### src/rtl/prbs_pkg.sv
package prbs_pkg;

   typedef enum logic {
      PRBS_LEN15 = 1'b0,
      PRBS_LEN20 = 1'b1
   } prbs_len_e;

   // Exactly one action (or none) per clock
   typedef struct packed {
      logic reload;
      logic fslot;
      logic step;
   } prbs_slot_t;

endpackage

### src/rtl/prbs_lfsr_core.sv
module prbs_lfsr_core #(
   parameter int W         = 15,
   parameter int TAP       = 14,
   parameter bit GUARD_EN  = 1'b0,
   parameter int GUARD_LEN = 14
) (
   input  logic clk,
   input  logic rst_n,
   input  logic step,
   input  logic load,
   output logic bit_o
);

   localparam logic [W-1:0] SEED = '1;

   if (W < 3) begin : g_bad_width
      $error("prbs_lfsr_core: W must be at least 3");
   end
   if (TAP < 1 || TAP >= W) begin : g_bad_tap
      $error("prbs_lfsr_core: TAP must lie in 1..W-1");
   end
   if (GUARD_EN && (GUARD_LEN < 1 || GUARD_LEN > W - 1)) begin : g_bad_guard
      $error("prbs_lfsr_core: GUARD_LEN must lie in 1..W-1");
   end

   logic [W-1:0] sr_q;
   logic         fb;

   assign fb = sr_q[W-1] ^ sr_q[TAP-1];

   always_ff @(posedge clk or negedge rst_n) begin
      if (!rst_n)     sr_q <= SEED;
      else if (load)  sr_q <= SEED;
      else if (step)  sr_q <= {sr_q[W-2:0], fb};
   end

   // Emission order is MSB first; the bits below the MSB are the ones that follow
   if (GUARD_EN) begin : g_guard
      logic ahead_zero;
      assign ahead_zero = (sr_q[W-2 -: GUARD_LEN] == '0);
      assign bit_o      = sr_q[W-1] | ahead_zero;
   end else begin : g_plain
      assign bit_o = sr_q[W-1];
   end

   AST_SR_NONZERO: assert property (@(posedge clk) disable iff (!rst_n)
      sr_q != '0);
   AST_LOAD_SEED: assert property (@(posedge clk) disable iff (!rst_n)
      load |=> (sr_q == SEED));
   AST_HOLD_STATE: assert property (@(posedge clk) disable iff (!rst_n)
      (!step && !load) |=> $stable(sr_q));

endmodule

### src/rtl/prbs_slot_ctrl.sv
module prbs_slot_ctrl
   import prbs_pkg::*;
(
   input  logic       clk,
   input  logic       rst_n,
   input  logic       bit_en,
   input  logic       len_sel,
   input  logic       framed,
   input  logic       fbit_strobe,
   output prbs_slot_t slot,
   output prbs_len_e  len_q
);

   logic len_change;

   assign len_change  = (len_sel != logic'(len_q));
   assign slot.reload = bit_en && len_change;
   assign slot.fslot  = bit_en && !len_change && framed && fbit_strobe;
   assign slot.step   = bit_en && !len_change && !(framed && fbit_strobe);

   always_ff @(posedge clk or negedge rst_n) begin
      if (!rst_n)           len_q <= PRBS_LEN15;
      else if (slot.reload) len_q <= prbs_len_e'(len_sel);
   end

   AST_LEN_FOLLOWS: assert property (@(posedge clk) disable iff (!rst_n)
      slot.reload |=> (logic'(len_q) == $past(len_sel)));
   AST_LEN_IDLE: assert property (@(posedge clk) disable iff (!rst_n)
      !bit_en |=> $stable(len_q));

endmodule

### src/rtl/prbs_pattern_gen.sv
module prbs_pattern_gen
   import prbs_pkg::*;
#(
   parameter int SHORT_W    = 15,
   parameter int SHORT_TAP  = 14,
   parameter int LONG_W     = 20,
   parameter int LONG_TAP   = 17,
   parameter int ZERO_LIMIT = 14
) (
   input  logic clk,
   input  logic rst_n,
   input  logic bit_en,
   input  logic len_sel,
   input  logic invert,
   input  logic framed,
   input  logic fbit_strobe,
   output logic pat_out
);

   localparam int ZR_W = $clog2(ZERO_LIMIT + 2);
   localparam logic [ZR_W-1:0] ZR_LIM = ZR_W'(ZERO_LIMIT);
   localparam logic [ZR_W-1:0] ZR_SAT = ZR_W'(ZERO_LIMIT + 1);

   if (ZERO_LIMIT > LONG_W - 1) begin : g_bad_limit
      $error("prbs_pattern_gen: ZERO_LIMIT exceeds look-ahead depth");
   end
   if (SHORT_W >= LONG_W) begin : g_bad_order
      $error("prbs_pattern_gen: SHORT_W must be below LONG_W");
   end

   prbs_slot_t slot;
   prbs_len_e  len_q;
   logic       short_bit, long_bit, sel_bit;
   logic       pat_q;

   prbs_slot_ctrl u_ctrl (
      .clk         (clk),
      .rst_n       (rst_n),
      .bit_en      (bit_en),
      .len_sel     (len_sel),
      .framed      (framed),
      .fbit_strobe (fbit_strobe),
      .slot        (slot),
      .len_q       (len_q)
   );

   prbs_lfsr_core #(
      .W         (SHORT_W),
      .TAP       (SHORT_TAP),
      .GUARD_EN  (1'b0),
      .GUARD_LEN (ZERO_LIMIT)
   ) u_short (
      .clk   (clk),
      .rst_n (rst_n),
      .step  (slot.step && (len_q == PRBS_LEN15)),
      .load  (slot.reload),
      .bit_o (short_bit)
   );

   prbs_lfsr_core #(
      .W         (LONG_W),
      .TAP       (LONG_TAP),
      .GUARD_EN  (1'b1),
      .GUARD_LEN (ZERO_LIMIT)
   ) u_long (
      .clk   (clk),
      .rst_n (rst_n),
      .step  (slot.step && (len_q == PRBS_LEN20)),
      .load  (slot.reload),
      .bit_o (long_bit)
   );

   assign sel_bit = (len_q == PRBS_LEN20) ? long_bit : short_bit;

   always_ff @(posedge clk or negedge rst_n) begin
      if (!rst_n)      pat_q <= 1'b0;
      else if (bit_en) pat_q <= slot.step ? (sel_bit ^ invert) : 1'b0;
   end

   assign pat_out = pat_q;

   // Zero-run monitor over payload bits (checker logic only)
   logic [ZR_W-1:0] zrun_q;
   always_ff @(posedge clk or negedge rst_n) begin
      if (!rst_n)                  zrun_q <= '0;
      else if (slot.step) begin
         if (invert || sel_bit)    zrun_q <= '0;
         else if (zrun_q != ZR_SAT) zrun_q <= zrun_q + 1'b1;
      end
   end

   AST_ZERO_RUN: assert property (@(posedge clk) disable iff (!rst_n)
      zrun_q <= ZR_LIM);
   AST_HOLD_IDLE: assert property (@(posedge clk) disable iff (!rst_n)
      !bit_en |=> $stable(pat_out));
   AST_FRAME_ZERO: assert property (@(posedge clk) disable iff (!rst_n)
      (bit_en && framed && fbit_strobe) |=> !pat_out);
   AST_RELOAD_ZERO: assert property (@(posedge clk) disable iff (!rst_n)
      slot.reload |=> !pat_out);

endmodule

### config.mk
export PLATFORM = sky130hd
export DESIGN_NAME = prbs_pattern_gen
export DESIGN_NICKNAME = d
export VERILOG_FILES = /design/src/rtl/prbs_pkg.sv /design/src/rtl/prbs_lfsr_core.sv /design/src/rtl/prbs_slot_ctrl.sv /design/src/rtl/prbs_pattern_gen.sv
export SDC_FILE = /design/constraint.sdc
export NUM_CORES = 1
export LEC_CHECK = 0
export ABC_AREA = 1
export BUFFER_PORTS_ARGS = -buffer_cell sky130_fd_sc_hd__buf_2
export CAP_MARGIN = 10
export CORE_MARGIN = 2
export CORE_UTILIZATION = 45
export CTS_BUF_LIST = sky130_fd_sc_hd__clkbuf_4 sky130_fd_sc_hd__clkbuf_8 sky130_fd_sc_hd__clkbuf_16
export CTS_CLUSTER_DIAMETER = 30
export DETAILED_ROUTE_END_ITERATION = 7
export REMOVE_ABC_BUFFERS = 1
export SYNTH_ARGS = -nofsm -noshare
export SYNTH_HDL_FRONTEND = slang
export SYNTH_SLANG_ARGS = --single-unit
export TNS_END_PERCENT = 1
### constraint.sdc
create_clock -name clk -period 1.9 [get_ports clk]
set_input_delay 0.095 -clock clk [delete_from_list [all_inputs] [get_ports clk]]
set_output_delay 0.095 -clock clk [all_outputs]
set_load 0.02 [all_outputs]
# ---- Word-level counts from Yosys, hierarchy flattened
# Index checks and enable logic that the tools add are counted.
dict set report totals {
  ff_bits 37
  wordCells 27
  input_bits 7
  out_inout_bits 1
}
dict set report classes {
  bitwise_logic 5
  reduce_logical 11
  n_mux 6
  eq_ne 1
}
# op count
set op_table {}
lappend op_table {{$mux W20} 2}
lappend op_table {{$mux W15} 2}
lappend op_table {{$logic_not A14 Y1} 1}
lappend op_table {{$logic_and A1 B1 Y1} 6}
lappend op_table {{$reduce_bool A2 Y1} 2}
lappend op_table {{$xor A1 B1 Y1} 3}
lappend op_table {{$logic_not A1 Y1} 2}
lappend op_table {{$mux W1} 2}
lappend op_table {{$ne A1 B1 Y1} 1}
lappend op_table {{$not A1 Y1} 1}
lappend op_table {{$or A1 B1 Y1} 1}

# ---- Longest topological paths before layout
# Gate-level depths: netlist of the first run.
dict set report depth {
  word_depth 7
  ltp_mapped 9
  ltp_nobuf 9
}

# ---- By module
# Synthesis of the first run repeated with hierarchy kept, for this count alone.
dict set report hier_totals {
  hier_cells 187
  area_unflattened_um2 1727.9
}
# module area_per_inst_um2 cells_per_inst seq_area_each_um2 instances
set by_module_without_submodules {}
lappend by_module_without_submodules {{prbs_lfsr_core at u_long} 868.3 84 525.5 1}
lappend by_module_without_submodules {{prbs_lfsr_core at u_short} 671.9 69 394.1 1}
lappend by_module_without_submodules {prbs_pattern_gen 103.8 21 25.0 1}
lappend by_module_without_submodules {prbs_slot_ctrl 83.8 13 25.0 1}

# ---- Worst setup path before layout of the first run
# OpenSTA, ideal clock, no wires.
dict set report synth_timing {
  path_type {register to register}
  start {register u_ctrl.len_q}
  end {register u_short.sr_q[10]}
  setup_slack_ns 0.613
  path_stages_with_launch 6
  synth_period_minus_slack_ns 1.287
  required_time_ns 1.820
  arrival_time_ns 1.207
  setup_ns 0.080
  path_buffers 1
  path_cell_list {dfrtp_1 -> xor2_1 -> nor2_2 -> nand2_2 -> buf_2 -> o22a_1}
}
dict set report synth_between {
  elab_chain_cells 6
  elab_cells_between_ends 9
  cone_classes {eq/ne (1); mux (1); bitwise (1); reduce/logical (6)}
}
# element line_no
set synth_rtl {}
lappend synth_rtl {{start: declaration} prbs_slot_ctrl.sv:11} ;# output prbs_len_e len_q
lappend synth_rtl {{start signal: assignment} prbs_slot_ctrl.sv:23} ;# else if (slot.reload) len_q <= prbs_len_e'(len_sel);
lappend synth_rtl {{$ne A1 B1 Y1} prbs_slot_ctrl.sv:16} ;# assign len_change = (len_sel != logic'(len_q));
lappend synth_rtl {{$logic_not A1 Y1} -}
lappend synth_rtl {{$logic_and A1 B1 Y1} -}
lappend synth_rtl {{$logic_and A1 B1 Y1} prbs_slot_ctrl.sv:19} ;# assign slot.step = bit_en && !len_change && !(framed && fbit_strobe);
lappend synth_rtl {{$logic_and A1 B1 Y1} prbs_pattern_gen.sv:55} ;# .step (slot.step && (len_q == PRBS_LEN15)),
lappend synth_rtl {{$reduce_bool A2 Y1 (no source line)} -}
lappend synth_rtl {{end signal: assignment} prbs_lfsr_core.sv:34} ;# else if (step) sr_q <= {sr_q[W-2:0], fb};
lappend synth_rtl {{end: declaration} prbs_lfsr_core.sv:26} ;# logic [W-1:0] sr_q;
# Several ways; a longest one is shown, not always the timed one.
# A chain may end at the register's enable or synchronous reset.

# ---- Worst setup path after layout of the first run
dict set report layout_timing {
  start {register u_ctrl.len_q}
  end {register u_long.sr_q[4]}
}
dict set report layout_between {
  elab_chain_cells 6
  elab_cells_between_ends 8
  cone_classes {eq/ne (1); mux (1); reduce/logical (6)}
}
# element line_no
set layout_rtl {}
lappend layout_rtl {{$ne A1 B1 Y1} prbs_slot_ctrl.sv:16}
lappend layout_rtl {{$logic_not A1 Y1} -}
lappend layout_rtl {{$logic_and A1 B1 Y1} -}
lappend layout_rtl {{$logic_and A1 B1 Y1} prbs_slot_ctrl.sv:19}
lappend layout_rtl {{$logic_and A1 B1 Y1} prbs_pattern_gen.sv:68} ;# .step (slot.step && (len_q == PRBS_LEN20)),
lappend layout_rtl {{$reduce_bool A2 Y1 (no source line)} -}
lappend layout_rtl {{end signal: assignment} prbs_lfsr_core.sv:34}
lappend layout_rtl {{end: declaration} prbs_lfsr_core.sv:26}
# Several ways; a longest one is shown, not always the timed one.

==> results of run 1 <==
-- cells by family after synthesis --
logic type / Yosys count
AOI/OAI and AO/OA: 35
xor gates and xnor gates: 3
buffers and inverters: 8
DFF: 37
muxes: 1
and+or+nand+nor: 31
-- worst max-delay path, cell delays in order (launching register included) --
cell and delay (ps):
dfrtp_1 450, xor2_1 200, nor2_2 160, nand2_2 190, buf_4 240, o22a_1 200
-- metrics by stage --
| stage | instances | total power [mW] | hold WS [ps] | area [um^2] | setup slack [ps] |
|---|---|---|---|---|---|
| floorplan | 110 | 0.948 | -201 | 1470 | 517 |
| global placement | 163 | 0.995 | 205 | 1570 | 472 |
| detailed placement | 163 | 1.00 | 225 | 1570 | 410 |
| CTS | 172 | 1.48 | 23.2 | 1650 | 381 |
| global route | 172 | 1.53 | 17.9 | 1650 | 264 |
| finish | 172 | 1.45 | 36.2 | 1650 | 390 |
-- routing by layer --
metal  wire, um  part of all wire [%]  global-route usage, %  up-vias
met3         99                   4.2                   6.83        5
met5          0                     0                      0        -
met4         45                   1.9                   6.38        0
met1       1210                    52                   20.2      438
li1           -                     -                      -      442
met2        991                    42                   21.4       13
-- cells in the mapped netlist --
cell type / n / area [um^2]
o22a_1: 34 / 298
xor2_1: 2 / 17.5
mux2_2: 1 / 11.3
o211ai_1: 1 / 7.51
nand2_4: 1 / 11.3
nor2_1: 9 / 33.8
dfstp_2: 35 / 920
inv_1: 3 / 11.3
or2_2: 2 / 12.5
nand2_2: 3 / 18.8
xnor2_1: 1 / 8.76
nand2_1: 12 / 45.0
nor2_2: 1 / 6.26
buf_2: 3 / 15.0
nand3_1: 3 / 15.0
dfrtp_1: 2 / 50.1
buf_6: 2 / 22.5
-- sequential cells by signal, indices dropped and copies added, names as in the netlist --
signal and count:
u_short.sr_q 15, u_long.sr_q 20, u_ctrl.len_q 1, pat_out 1
-- path summary, 6_finish.rpt --
kind                                           from                         end  cells past startpoint
max                        u_ctrl.len_q$_DFFE_PN0P_  u_long.sr_q[4]$_DFFE_PN1P_                      5
min                                         len_sel    u_ctrl.len_q$_DFFE_PN0P_                      2
max reg2reg                u_ctrl.len_q$_DFFE_PN0P_  u_long.sr_q[4]$_DFFE_PN1P_                      5
min reg2reg                     pat_out$_DFFE_PN0P_         pat_out$_DFFE_PN0P_                      2
max in group asynchronous                     rst_n         pat_out$_DFFE_PN0P_                      2
min in group asynchronous                     rst_n    u_ctrl.len_q$_DFFE_PN0P_                      2
-- power by group through the flow --
| stage | Combinational [mW] | Clock, mW | Sequential, mW |
|---|---|---|---|
| after floorplan | 0.0829 | 0 | 0.866 |
| after global placement | 0.128 | 0 | 0.867 |
| after detailed placement | 0.133 | 0 | 0.869 |
| after CTS | 0.136 | 0.484 | 0.857 |
| after global routing | 0.152 | 0.518 | 0.860 |
| final | 0.133 | 0.461 | 0.856 |
-- layout make-up --
class / instances / area (um^2) / share of cell area [%]
Tap cell: 44 / 55.1 / 3.33
Multi-Input combinational cell: 70 / 485 / 29.4
Clock buffer: 7 / 65.1 / 3.94
Inverter: 3 / 11.3 / 0.682
Sequential cell: 37 / 970 / 58.7
Timing Repair Buffer: 10 / 60.1 / 3.64
Clock inverter: 1 / 5.00 / 0.303
-- what timing repair did --
action / CTS / global route
hold endpoints to repair: 2 / 0
setup buffers: 0 / 0
hold buffers: 1 / 0
==> metrics, run 1 <==
gr usage total 15.1%; R2R Setup Slk 390 ps; Core Rows 20; total grt overflow 0; Synth Register Bits 37; Reg power frac 59.0%; vias 898; post-DR vias/cell 5.22; Synth Area in Adders 0%; worst-skew pair later-pin latency 330 ps; die area 3820 um^2; Critical Path AT 1780 ps; share of layout cells above drive strength 1 46.9%; switching power 0.351 mW; Antenna Diode Count 0; Final ANT Viol Nets 0; P_int 1.10 mW; switching share of power 24.2%; clk slew on worst S/H paths 110 ps; Combinational Power Share 9.2%; vias in the first global route 872; largest family of logic cells by synthesized area compound AO/OA/AOI/OAI gates; Simple-Gate Fraction of Synth Area 9.48%; Crit Path Class flip-flop to flip-flop; Initial DRC Count 25; Port Buffers 7; Starting Density 48.1%; Max VDD drop 0.422 mV; core region area 3130 um^2; Max-cap violations 0; Fmax 662 MHz; TNS Setup 0 ps; count of cell types in the netlist 17; crit path max fanout 12; # IOs 8; Root Driver clkbuf_4; die height 61.8 um; status completed; sequential-to-total area share from yosys stat 64.5%; pins over their slew limit 0; H-tree depth 2; CTS Buf Count 5; Hold WC Path Type input pin to flip-flop; commonest non-fill, non-tap cell in the layout dfstp_2; Leakage 0.588 nW; Bufs on Longest Clock Path 2; Tmin final 1510 ps; Area growth syn-to-layout 9.82%; DR WL/cell 13.7 um; Synth Cell Area 1500 um^2; Synth Area in Compound Gates 20.3%; Slew HR 47.4%; Setup crit end kind flip-flop; Synth Instances 115; final hold viol count 0; Yosys warnings 0; HPWL Detailed 1510 um; post-synthesis mux area share 0.749%; Layout Utilization 52.8%; post-cts resize count 0; Cell Pwr Density 878 nW/um^2; FILL cells 287; gpl congestion 0.691; Synth Area in XOR/XNOR 1.75%; most frequent cells in the layout dfstp_2, o22a_1, nand2_1; Worst setup SP type flip-flop; TritonCTS clock tree done; Clock Power Share 31.8%; Required @ worst endpoint 2170 ps; final worst-path cycle share 79.5%; RSZ-0062 raised after global routing false; clock skew 7.84 ps; final wirelength 2350 um; initial antenna violation count 0; Avg Inst Size Synth 13.1 um^2; largest net degree at the start of global routing 38; DR pass1 iterations 4; Final setup violation count 0; first-pass GRT wire length 4060 um; clock sink total 37; Die W 61.8 um; drc violations 0; nets 134; Worst Tran Pin Value 789 ps
No activity file was read; power rests on OpenSTA's default activity.
==> run 2, diff against run 1 <==
==> constraint.sdc (replaced) <==
create_clock -name clk -period 1.5 [get_ports clk]
set_input_delay 0.075 -clock clk [delete_from_list [all_inputs] [get_ports clk]]
set_output_delay 0.075 -clock clk [all_outputs]
set_load 0.02 [all_outputs]
==> metrics, run 2 (synthesis results as in run 1) <==
gr usage total 15.1% (about the same); HPWL Detailed 1500 um (was 1510 um); vias in the first global route 902 (was 872); DR pass1 iterations 4 (unchanged); crit path max fanout 21 (was 12); Slew HR 78.0% (was 47.4%); pins over their slew limit 0 (unchanged); Setup Buffers After CTS 0 (unchanged); clock sink total 37 (unchanged); total power 1.99 mW (was 1.45 mW); drc violations 0 (unchanged); CTS Buf Count 5 (unchanged); max reg flops 20 (unchanged); Starting Density 48.1% (unchanged); TNS Setup 0 ps (unchanged); Crit Path Class flip-flop to flip-flop (unchanged); nets 138 (was 134); final worst-path cycle share 93.9% (was 79.5%); # IOs 8 (unchanged); core region area 3130 um^2 (unchanged); Largest Register u_long.sr_q (unchanged); Multi-input gate area 490 um^2 (was 485 um^2); post-DR vias/cell 5.15 (was 5.22); Leakage 0.610 nW (was 0.588 nW); DR WL/cell 13.2 um (was 13.7 um); WL met1 1250 um (was 1210 um); Max-cap violations 0 (unchanged); total grt overflow 0 (unchanged); met2 wire length 944 um (was 991 um); FILL cells 265 (was 287); Tmin final 1410 ps (was 1510 ps); share of layout cells above drive strength 1 47.7% (was 46.9%); die area 3820 um^2 (unchanged); worst-skew pair later-pin latency 340 ps (was 330 ps); vias 906 (was 898); Die W 61.8 um (unchanged); commonest non-fill, non-tap cell in the layout dfstp_2 (unchanged); TritonCTS clock tree done (unchanged); Final ANT Viol Nets 0 (unchanged); Final setup violation count 0 (unchanged); Top Registers u_long.sr_q (20), u_short.sr_q (15) (unchanged); Critical Path AT 1680 ps (was 1780 ps); Core Rows 20 (unchanged); largest net degree at the start of global routing 22 (was 38); Cell Pwr Density 1160 nW/um^2 (was 878 nW/um^2); Routed met3 length 72 um (was 99 um); clk slew on worst S/H paths 120 ps (was 110 ps); Required @ worst endpoint 1770 ps (was 2170 ps); Hold WC Path Type input pin to flip-flop (unchanged); final wirelength 2320 um (was 2350 um); Setup crit end kind flip-flop (unchanged); Antenna Diode Count 0 (unchanged); Fmax 710 MHz (was 662 MHz); most frequent cells in the layout dfstp_2, o22a_1, nand2_1 (unchanged); first-pass GRT wire length 4060 um (unchanged); final hold viol count 0 (unchanged); status completed (unchanged); Bufs on Longest Clock Path 2 (unchanged); Worst Tran Pin Value 330 ps (was 789 ps); Root Driver clkbuf_4 (unchanged); initial antenna violation count 0 (unchanged); Initial DRC Count 47 (was 25); die height 61.8 um (unchanged); gpl congestion 0.722 (was 0.691); Port Buffers 7 (unchanged); clock skew 16.9 ps (was 7.84 ps); Final WS setup 92.0 ps (was 390 ps); Worst setup SP type flip-flop (unchanged); H-tree depth 2 (unchanged); pre-CTS setup slack 118 ps (was 410 ps); max layer used met4 (unchanged); Max VDD drop 0.679 mV (was 0.422 mV); Seq. cell area 971 um^2 (was 970 um^2); Area growth syn-to-layout 13.8% (was 9.82%)
## run 2: cell count changes in the layout (fill, tap and decap cells not counted), sizes merged
cell	before	now
buf	9	11
dlygate4sd3	1	3
bufinv	0	1
clkbuf	7	6
clkinv	1	0
clkinvlp	0	1
## run 2: what timing repair did
| action | 4_1_cts | 5_1_grt |
|---|---|---|
| hold buffers | 3 | 0 |
| resized for setup | 0 | 2 |
| hold endpoints to repair | 18 | 0 |
| setup endpoints to repair | 0 | 22 |
## run 2: area by class of cell
cell class | instances | share of cell area, %
flip-flops and latches | 37 | 56.7
multi-input cells | 70 | 28.7
repair buffers | 14 | 5.56
well taps | 44 | 3.22
clock buffers | 6 | 3.00
clock inverters | 2 | 2.19
inverters | 3 | 0.658
## run 2: per-layer routing
metal / GRT usage [%] / vias up
li1: - / 450
met4: 9.12 / 0
met5: 0 / -
met1: 20.2 / 434
met2: 21.8 / 18
met3: 4.35 / 4
## run 2: through the flow
| step | hold WS, ps | cell area (um^2) | instances | utilization, % |
|---|---|---|---|---|
| 4_1_cts | 32.1 | 1710 | 176 | 54.5 |
| 2_1_floorplan | -221 | 1470 | 110 | - |
| 3_3_place_gp | 252 | 1590 | 165 | 50.7 |
| 6_report | 47.7 | 1710 | 176 | 54.7 |
| 3_5_place_dp | 273 | 1590 | 165 | 50.7 |
| 5_1_grt | 30.5 | 1710 | 176 | 54.7 |
## run 2: report_power, final
group	switching [mW]	internal (mW)	total (mW)
registers	0.0220	1.06	1.08
clock network	0.332	0.396	0.729
logic	0.111	0.0679	0.179
## run 2: critical path, stage by stage, from the launching register on
cell     delay (ps)
dfrtp_2         450
xor2_1          190
nor2_2          170
nand2_2         100
buf_4           210
o22a_1          210
## run 2: path summary, 6_finish.rpt
check	start	endpoint	slack [ps]	cells past startpoint
max	u_ctrl.len_q$_DFFE_PN0P_	u_long.sr_q[8]$_DFFE_PN1P_	90	5
max reg2reg	u_ctrl.len_q$_DFFE_PN0P_	u_long.sr_q[8]$_DFFE_PN1P_	90	5
max in group asynchronous	rst_n	u_long.sr_q[3]$_DFFE_PN1P_	780	3
min in group asynchronous	rst_n	u_long.sr_q[17]$_DFFE_PN1P_	420	2
min reg2reg	pat_out$_DFFE_PN0P_	pat_out$_DFFE_PN0P_	490	2
min	invert	pat_out$_DFFE_PN0P_	50	4
==> run 3, diff against run 2 <==
--- a/config.mk
+++ b/config.mk
@@ -16,5 +16,6 @@
 export REMOVE_ABC_BUFFERS = 1
 export SYNTH_ARGS = -nofsm -noshare
 export SYNTH_HDL_FRONTEND = slang
+export SYNTH_HIERARCHICAL = 1
 export SYNTH_SLANG_ARGS = --single-unit
 export TNS_END_PERCENT = 1
==> metrics, run 3 <==
Area growth syn-to-layout 15.7% (was 13.8%); commonest non-fill, non-tap cell in the layout nand2_1 (was dfstp_2); nets 211 (was 138); share of layout cells above drive strength 1 37.6% (was 47.7%); gr usage total 15.4% (was 15.1%); Initial DRC Count 73 (was 47); cells along the critical path nand2_2 -> nand3_2 -> nor2_4 -> nand2_1 -> inv_2 -> inv_1 -> nor2_4 -> buf_12 -> a22oi_1 (was xor2_1 -> nor2_2 -> nand2_2 -> buf_4 -> o22a_1); DR WL/cell 11.6 um (was 13.2 um); clk slew on worst S/H paths 70 ps (was 120 ps); Required @ worst endpoint 1690 ps (was 1770 ps); Final setup violation count 0 (unchanged); R2R Setup Slk 50 ps (was 90 ps); Leakage 1.01 nW (was 0.610 nW); clock skew 3.15 ps (was 16.9 ps); Fin Hold WS 67.9 ps (was 47.7 ps); Fmax 688 MHz (was 710 MHz); die height 65.9 um (was 61.8 um); most frequent cells in the layout nand2_1, dfstp_2, inv_1 (was dfstp_2, o22a_1, nand2_1); Critical Path Sink u_long/sr_q[19]$_DFFE_PN1P_ (was u_long.sr_q[8]$_DFFE_PN1P_); switching share of power 23.8% (was 23.4%); slowest CP cell dfrtp_1 (was dfrtp_2); Port Buffers 7 (unchanged); TritonCTS clock tree done (unchanged); CP max stage delay 410 ps (was 450 ps); Combinational Power Share 13.8% (was 9.0%); Die W 65.9 um (was 61.8 um); status completed (unchanged); Antenna Diode Count 0 (unchanged); clock sink total 37 (unchanged); Core Rows 22 (was 20); reg2reg start u_ctrl/len_q$_DFFE_PN0P_ (was u_ctrl.len_q$_DFFE_PN0P_); Crit Path Class flip-flop to flip-flop (unchanged); Setup crit end kind flip-flop (unchanged); Root Driver clkbuf_8 (was clkbuf_4); Cell Area, Placed 1810 um^2 (was 1590 um^2); Hold WC Path Type input pin to flip-flop (unchanged); H-tree depth 2 (unchanged); Yosys warnings 6 (was 0); Critical Path AT 1640 ps (was 1680 ps); Avg Inst Size Synth 9.27 um^2 (was 13.1 um^2); Synth Instances 186 (was 115); RSZ-0062 raised after global routing true; Worst setup SP type flip-flop (unchanged); vias 1,237 (was 906); Bufs on Longest Clock Path 2 (unchanged); Crit Reg-Reg Endpoint u_long/sr_q[19]$_DFFE_PN1P_ (was u_long.sr_q[8]$_DFFE_PN1P_); Clock Power Share 35.7% (was 36.6%); Top Registers u_long/sr_q (20), u_short/sr_q (15) (was u_long.sr_q (20), u_short.sr_q (15)); CP Buf/Inv Count 3 (was 1); vias in the first global route 1,219 (was 902); Worst R2R Path Depth 9 (was 5); Max-cap violations 0 (unchanged); number of cells on the critical path 9 (was 5); most used cell along the critical path nor2_4; Worst Tran Pin Value 442 ps (was 330 ps); Slew HR 70.5% (was 78.0%); P_int 1.88 mW (was 1.53 mW); Final WS setup 47.3 ps (was 92.0 ps); die area 4340 um^2 (was 3820 um^2); CTS Buf Count 5 (unchanged); final wirelength 2950 um (was 2320 um); Worst Setup SP u_ctrl/len_q$_DFFE_PN0P_ (was u_ctrl.len_q$_DFFE_PN0P_); Largest Register u_long/sr_q (was u_long.sr_q); CP top delay family simple AND/OR/NAND/NOR gates (was flip-flops); Synth Cell Area 1720 um^2 (was 1500 um^2); Cell Pwr Density 1230 nW/um^2 (was 1160 nW/um^2); crit path max fanout 18 (was 21); worst-skew pair later-pin latency 280 ps (was 340 ps); pre-CTS setup slack -187 ps (was 118 ps); Tmin final 1450 ps (was 1410 ps); max reg flops 20 (unchanged); post-DR vias/cell 4.89 (was 5.15); initial antenna violation count 0 (unchanged); Starting Density 47.1% (was 48.1%); final hold viol count 0 (unchanged); HPWL Detailed 1910 um (was 1500 um); total grt overflow 0 (unchanged); DR pass1 iterations 4 (unchanged); Reg power frac 50.5% (was 54.4%); first-pass GRT wire length 5080 um (was 4060 um); # IOs 8 (unchanged); drc violations 0 (unchanged); Final ANT Viol Nets 0 (unchanged); gpl congestion 0.749 (was 0.722); core region area 3660 um^2 (was 3130 um^2); largest net degree at the start of global routing 38 (was 22); Max VDD drop 0.553 mV (was 0.679 mV); switching power 0.586 mW (was 0.466 mW); pins over their slew limit 0 (unchanged); final worst-path cycle share 96.8% (was 93.9%); final instance area 1990 um^2 (was 1710 um^2)
## run 3: worst min-delay path: cells and delay by family
| family | cells | cell delay (ps) |
|---|---|---|
| AOI/OAI and AO/OA | 1 | 70 |
| buffers and inverters | 1 | 110 |
| and+or+nand+nor | 1 | 50 |
## run 3: power by group through the flow
stage / sequential [mW] / clock [mW] / combinational [mW]
6_report: 1.24 / 0.879 / 0.339
5_1_grt: 1.25 / 0.957 / 0.395
4_1_cts: 1.24 / 0.906 / 0.323
3_5_place_dp: 1.26 / 0 / 0.315
3_3_place_gp: 1.25 / 0 / 0.303
2_1_floorplan: 1.25 / 0 / 0.218
## run 3: worst min path at each step
stage	endpoint	from	cells past startpoint
floorplan	pat_out$_DFFE_PN0P_	rst_n	0
detailed placement	u_ctrl/len_q$_DFFE_PN0P_	rst_n	2
global route	u_ctrl/len_q$_DFFE_PN0P_	len_sel	3
CTS	u_ctrl/len_q$_DFFE_PN0P_	len_sel	3
global placement	u_ctrl/len_q$_DFFE_PN0P_	rst_n	2
finish	u_ctrl/len_q$_DFFE_PN0P_	len_sel	3
## run 3: what timing repair did
item,4_1_cts,5_1_grt
hold endpoints to repair,2,0
pin swaps,0,1
setup buffers,0,2
cloned,0,1
endpoints found under the setup margin,20,34
hold buffers,1,0
gates resized for setup,3,8
## run 3: through the flow
stage          setup TNS, ps  utilization, %  cells  total power, mW
2_1_floorplan         -16370               -    180             1.46
3_3_place_gp           -1270            49.4    241             1.55
3_5_place_dp           -3140            49.4    241             1.57
4_1_cts                    0            53.2    250             2.47
5_1_grt                -1490            54.5    253             2.61
6_report                   0            54.5    253             2.46
## run 3: area by class of cell
cell class,count,area [um^2]
timing repair buffer,16,125
clock inverter,1,30.0
clock buffer,7,90.1
sequential,37,970
fill,341,1670
inverter,36,138
multi-input combinational,108,582
tap,48,60.1
## run 3: metal layers
| layer | vias to the layer above | wire length, um | part of all wire [%] | GRT usage (%) |
|---|---|---|---|---|
| met3 | 4 | 131 | 4.4 | 4.60 |
| met1 | 585 | 1400 | 48 | 19.3 |
| li1 | 626 | - | - | - |
| met5 | - | 0 | 0 | 0 |
| met2 | 22 | 1380 | 47 | 25.1 |
| met4 | 0 | 33 | 1.1 | 5.47 |
